`src/rtl/evt_irq_pkg.sv`:
```
package evt_irq_pkg;

    // Register geometry: enables in the low half, status in the high half
    localparam int REG_W  = 32;
    localparam int HALF_W = 16;

    // Per-source capture state
    typedef enum logic {
        SLOT_IDLE    = 1'b0,
        SLOT_LATCHED = 1'b1
    } slot_state_e;

    // Combined request state
    typedef enum logic {
        IRQ_QUIET  = 1'b0,
        IRQ_RAISED = 1'b1
    } irq_state_e;

endpackage

```
`src/rtl/evt_irq_slot.sv`:
```
module evt_irq_slot
    import evt_irq_pkg::*;
(
    input  logic clk,
    input  logic rst_n,
    input  logic evt_i,
    input  logic clr_i,
    output logic status_o
);

    logic        evt_q;
    logic        rise;
    slot_state_e state_q;
    slot_state_e state_d;

    // Edge detector on the event line
    always_ff @(posedge clk or negedge rst_n) begin
        if (!rst_n) begin
            evt_q <= 1'b0;
        end else begin
            evt_q <= evt_i;
        end
    end

    assign rise = evt_i & ~evt_q;

    // State register
    always_ff @(posedge clk or negedge rst_n) begin
        if (!rst_n) begin
            state_q <= SLOT_IDLE;
        end else begin
            state_q <= state_d;
        end
    end

    // Next state: capture, acknowledge, recapture
    always_comb begin
        state_d = state_q;
        unique case (state_q)
            SLOT_IDLE: begin
                if (rise) begin
                    state_d = SLOT_LATCHED;
                end
            end
            SLOT_LATCHED: begin
                if (clr_i && !rise) begin
                    state_d = SLOT_IDLE;
                end
            end
            default: state_d = SLOT_IDLE;
        endcase
    end

    // Output
    always_comb begin
        status_o = (state_q == SLOT_LATCHED);
    end


    capture_sets_chk: assert property (@(posedge clk) disable iff (!rst_n)
        rise |=> status_o);


    ack_clears_chk: assert property (@(posedge clk) disable iff (!rst_n)
        (clr_i && !rise) |=> !status_o);


    zero_write_holds_chk: assert property (@(posedge clk) disable iff (!rst_n)
        (!clr_i && !rise) |=> (status_o == $past(status_o)));


    event_wins_chk: assert property (@(posedge clk) disable iff (!rst_n)
        (clr_i && rise) |=> status_o);

endmodule

```
`src/rtl/evt_irq_regs.sv`:
```
module evt_irq_regs
    import evt_irq_pkg::*;
#(
    parameter int NUM_SRC   = 7,
    parameter int FIRST_BIT = 0
) (
    input  logic               clk,
    input  logic               rst_n,
    input  logic               wen_i,
    input  logic [REG_W-1:0]   wdata_i,
    input  logic [NUM_SRC-1:0] status_i,
    output logic [NUM_SRC-1:0] enable_o,
    output logic [NUM_SRC-1:0] clr_o,
    output logic [REG_W-1:0]   rdata_o
);

    localparam int ST_BASE = HALF_W + FIRST_BIT;
    localparam logic [REG_W-1:0] SRC_ONES = (REG_W'(1) << NUM_SRC) - REG_W'(1);
    localparam logic [REG_W-1:0] LIVE_MASK =
        (SRC_ONES << FIRST_BIT) | (SRC_ONES << ST_BASE);

    logic [NUM_SRC-1:0] en_q;
    logic               unused_wdata_bits;

    // Enable field: loaded on every write
    always_ff @(posedge clk or negedge rst_n) begin
        if (!rst_n) begin
            en_q <= '0;
        end else if (wen_i) begin
            en_q <= wdata_i[FIRST_BIT +: NUM_SRC];
        end
    end

    // Write-1-to-clear strobes for the status field
    always_comb begin
        clr_o = wen_i ? wdata_i[ST_BASE +: NUM_SRC] : '0;
    end

    // Read path: live enable and status, zero elsewhere
    always_comb begin
        rdata_o = '0;
        rdata_o[FIRST_BIT +: NUM_SRC] = en_q;
        rdata_o[ST_BASE +: NUM_SRC]   = status_i;
    end

    assign enable_o          = en_q;
    assign unused_wdata_bits = ^(wdata_i & ~LIVE_MASK);


    enable_load_chk: assert property (@(posedge clk) disable iff (!rst_n)
        wen_i |=> (enable_o == $past(wdata_i[FIRST_BIT +: NUM_SRC])));


    always_ff @(posedge clk) begin
        if (rst_n) begin
            unused_read_zero_chk: assert ((rdata_o & ~LIVE_MASK) == '0);
        end
    end

endmodule

```
`src/rtl/evt_irq_merge.sv`:
```
module evt_irq_merge
    import evt_irq_pkg::*;
#(
    parameter int NUM_SRC = 7
) (
    input  logic               clk,
    input  logic               rst_n,
    input  logic [NUM_SRC-1:0] status_i,
    input  logic [NUM_SRC-1:0] enable_i,
    output logic               irq_o
);

    logic       any_pending;
    irq_state_e state_q;
    irq_state_e state_d;

    assign any_pending = |(status_i & enable_i);

    // State register
    always_ff @(posedge clk or negedge rst_n) begin
        if (!rst_n) begin
            state_q <= IRQ_QUIET;
        end else begin
            state_q <= state_d;
        end
    end

    // Next state: raise, drop
    always_comb begin
        state_d = state_q;
        unique case (state_q)
            IRQ_QUIET: begin
                if (any_pending) begin
                    state_d = IRQ_RAISED;
                end
            end
            IRQ_RAISED: begin
                if (!any_pending) begin
                    state_d = IRQ_QUIET;
                end
            end
            default: state_d = IRQ_QUIET;
        endcase
    end

    // Output
    always_comb begin
        irq_o = (state_q == IRQ_RAISED);
    end


    irq_follows_chk: assert property (@(posedge clk) disable iff (!rst_n)
        any_pending |=> irq_o);


    irq_drops_only_idle_chk: assert property (@(posedge clk) disable iff (!rst_n)
        $fell(irq_o) |-> $past(!any_pending));

endmodule

```
`src/rtl/evt_irq_combiner.sv`:
```
module evt_irq_combiner
    import evt_irq_pkg::*;
#(
    parameter int NUM_SRC   = 7,
    parameter int FIRST_BIT = 0
) (
    input  logic               clk,
    input  logic               rst_n,
    input  logic [NUM_SRC-1:0] evt_in,
    input  logic               reg_wen,
    input  logic [31:0]        reg_wdata,
    output logic [31:0]        reg_rdata,
    output logic               irq_out
);

    logic [NUM_SRC-1:0] status;
    logic [NUM_SRC-1:0] enable;
    logic [NUM_SRC-1:0] clr;

    evt_irq_regs #(
        .NUM_SRC   (NUM_SRC),
        .FIRST_BIT (FIRST_BIT)
    ) u_regs (
        .clk      (clk),
        .rst_n    (rst_n),
        .wen_i    (reg_wen),
        .wdata_i  (reg_wdata),
        .status_i (status),
        .enable_o (enable),
        .clr_o    (clr),
        .rdata_o  (reg_rdata)
    );

    for (genvar gi = 0; gi < NUM_SRC; gi++) begin : g_slot
        evt_irq_slot u_slot (
            .clk      (clk),
            .rst_n    (rst_n),
            .evt_i    (evt_in[gi]),
            .clr_i    (clr[gi]),
            .status_o (status[gi])
        );
    end

    evt_irq_merge #(
        .NUM_SRC (NUM_SRC)
    ) u_merge (
        .clk      (clk),
        .rst_n    (rst_n),
        .status_i (status),
        .enable_i (enable),
        .irq_o    (irq_out)
    );


    always_ff @(posedge clk) begin
        if (!rst_n) begin
            reset_quiet_chk: assert (reg_rdata == '0 && !irq_out);
        end
    end

endmodule

```
`config.mk`:
```
export PLATFORM = sky130hd
export DESIGN_NAME = evt_irq_combiner
export DESIGN_NICKNAME = d
export VERILOG_FILES = /design/src/rtl/evt_irq_pkg.sv /design/src/rtl/evt_irq_slot.sv /design/src/rtl/evt_irq_regs.sv /design/src/rtl/evt_irq_merge.sv /design/src/rtl/evt_irq_combiner.sv
export SDC_FILE = /design/constraint.sdc
export NUM_CORES = 1
export LEC_CHECK = 0
export BUFFER_PORTS_ARGS = -buffer_cell sky130_fd_sc_hd__buf_2
export CORE_MARGIN = 5
export CORE_UTILIZATION = 35
export DETAILED_ROUTE_END_ITERATION = 16
export HOLD_SLACK_MARGIN = 0.05
export PLACE_DENSITY = 0.75
export SYNTH_ARGS = -nofsm -noshare
export SYNTH_HDL_FRONTEND = slang
export SYNTH_SLANG_ARGS = --single-unit
```
`constraint.sdc`:
```
create_clock -name clk -period 0.9 [get_ports clk]
set_input_delay 0.045 -clock clk [delete_from_list [all_inputs] [get_ports clk]]
set_output_delay 0.045 -clock clk [all_outputs]
set_load 0.005 [all_outputs]
```
==> results.cfg <==
[drt]
detailedRoute.firstIterationViolations = 17
wirelength_microns = 2083
vias = 702
drc = 0
post_drt_via_cell_ratio = 4.179
detail-route-antenna-nets = 0
firstDrtPassIters = 4
wl_per_cell_microns = 12.40

[yosys]
syn-instance-count = 81
ys_seq_elements = 22
ys_types = 11
ys_async_sr_fraction = 1.000
synth_largest_area_cell = sky130_fd_sc_hd__dfrtp_1
sequential_to_total_area_share_from_yosys_stat = 0.5641
synth_common_cells = 25 x sky130_fd_sc_hd__buf_4, 22 x sky130_fd_sc_hd__dfrtp_1
synth_area_sq_um = 975.9
postSynthAreaPerCell_sq_um = 12.05
synth_edf_count = 0
synth_top_flop_cell = sky130_fd_sc_hd__dfrtp_1
synthMostInstantiatedCell = sky130_fd_sc_hd__buf_4
synthesis.yosys.warnings = 0
post-synth-top-area-fraction = 0.5641
netlist_top_cells_area = sky130_fd_sc_hd__dfrtp_1 56%, sky130_fd_sc_hd__buf_4 19%, sky130_fd_sc_hd__mux2_2 8.1%

[worst_hold_path]
hold_path_class = input port to flop
hold_path_depth = 3

[finish]
postLayoutCellArea_sq_mm = 0.001349
nNetsFinal = 180
syn_to_final_growth_pct = 38.20
antenna-diode-count = 0
drive_gt1_frac = 0.3796

[run_status]
run_status = finished, violations left
failed_checks = negative setup slack

[pwr]
leakage_power_total_uw = 0.0007042
pwr_density_cell_mw_per_mm2 = 1518
power.ir.vdd_worst_uv = 797.9

[global_routing]
grt_max_degree = 23
antenna_found_initial = 0
grt_remaining_overflow = 0
global_route.usage.total = 0.1070
grt_first_pass_wirelength_microns = 3429
grt_pass1_vias = 746

[cts]
cts_max_level = 1
tritoncts = done
path_clk_slew_ps = 110
clock_insertion_delay_worst_skew_ps = 290
tritoncts_num_sinks = 22
cts_root_buffer = sky130_fd_sc_hd__clkbuf_4
clock_path_buffers = 2
cts_made_buffers = 3

[die]
die_x_microns = 62.81
placement_rows = 19
boundaryPins = 75
core_area_sq_mm = 0.002710
start_util = 0.3601
design.die.area_sq_mm = 0.003944
dieHeight_microns = 62.81

[critical_path]
endpoint_kind = flop
setup.worst_path.start_class = flop
criticalPathCategory = flop to flop
arrival_ps = 1200
r2r.worst_path.cells = 2
worst-endpoint-required_ps = 1070
critical_path_peak_fanout = 3

[timing]
timing.final.setup_violations = 4
fin_setup_tns_ps = -269.0
hold_ws_ps = 60.82
rsz0062_at_grt = true
timing.final.hold_violations = 0
clock_skew_ps = 1.865
final_slew_viol_count = 0
fmax_achieved_mhz = 975.7
period_share = 1.139
fin_ws_ps = -124.9
finalCriticalPeriod_ps = 1025

[placement]
place_ws_ps = -97.18
routabilityCongestion = 0.7360
buffers_added_on_ports = 38
dpl_cell_area_sq_mm = 0.001092
dp.final_hpwl_microns = 1467

[job]
timing.max_cap.violations = 0
placed cells by master, fill, tap and decap left out, drive strengths merged, types with 2 or more instances in the layout:
cell type    netlist  layout
clkbuf             0       4
mux2               7       7
a22o               7       7
nand2              7       7
buf               26      41
a22oi              2       2
conb               1      18
dlygate4sd3        0      20
dfrtp             22      22
inv                7       7
registers in the layout (all words and copies together), names as in the netlist:
signal / cells
u_merge.irq_o: 1
g_slot.u_slot.status_o: 7
g_slot.u_slot.evt_q: 7
u_regs.enable_o: 7
critical path, cell delays in order, from the launching register on:
cell and delay, ps:
sky130_fd_sc_hd__dfrtp_1 410, sky130_fd_sc_hd__a222oi_1 390, sky130_fd_sc_hd__nand3_1 110
layout make-up:
| cell class | count | area [sq um] |
|---|---|---|
| repair buffers | 61 | 432.9 |
| inverters | 7 | 26.28 |
| fillers | 240 | 1361 |
| clock buffers | 4 | 36.28 |
| flip-flops and latches | 22 | 550.5 |
| multi-input cells | 43 | 264.0 |
| well taps | 31 | 38.79 |
kinds of logic after synthesis:
group,count (synthesis),synth area share
buffers and inverters,33,0.2308
flip-flops,22,0.5641
other,1,0.003842
multiplexers,7,0.08077
AO/OA/AOI/OAI,10,0.08846
AND/OR/NAND/NOR,8,0.03205
layer usage:
metal	track usage	wire (microns)
met5	0	0
met4	0.03183	9
met3	0.03597	192
met2	0.1878	1076
met1	0.1219	805
final timing paths:
check | startpoint | end | slack, ps
setup / recovery | u_regs.enable_o[4] | u_merge.irq_o | -120
hold / removal | reg_wdata[17] | g_slot[1].u_slot.status_o | 60
setup reg to reg | u_regs.enable_o[4] | u_merge.irq_o | -120
hold reg to reg | g_slot[3].u_slot.status_o | g_slot[3].u_slot.status_o | 530
max in group asynchronous | rst_n | g_slot[1].u_slot.evt_q | 360
min in group asynchronous | rst_n | g_slot[5].u_slot.evt_q | 230
power breakdown:
part / leakage [uW] / switching (uW) / internal (uW) / total, uW
logic: 0.000431 / 156 / 245 / 401
clock network: 0.0000210 / 267 / 246 / 513
registers: 0.000252 / 57.8 / 1080 / 1130
metrics by stage:
step	power, uW	util	cells
6_report	2048	0.4977	168
5_1_grt	2176	0.4977	168
4_1_cts	2079	0.4977	168
3_5_place_dp	1470	0.4030	144
3_3_place_gp	1455	0.4030	144
2_1_floorplan	1378	-	98
what timing repair did:
action	4_1_cts	5_1_grt
resized for setup	4	0
buffers inserted	1	0
setup endpoints to repair	8	16
hold buffers	20	0
pin swaps	1	0
endpoints found under the hold margin	43	0
Note: power is estimated with default switching activity, not from simulation.
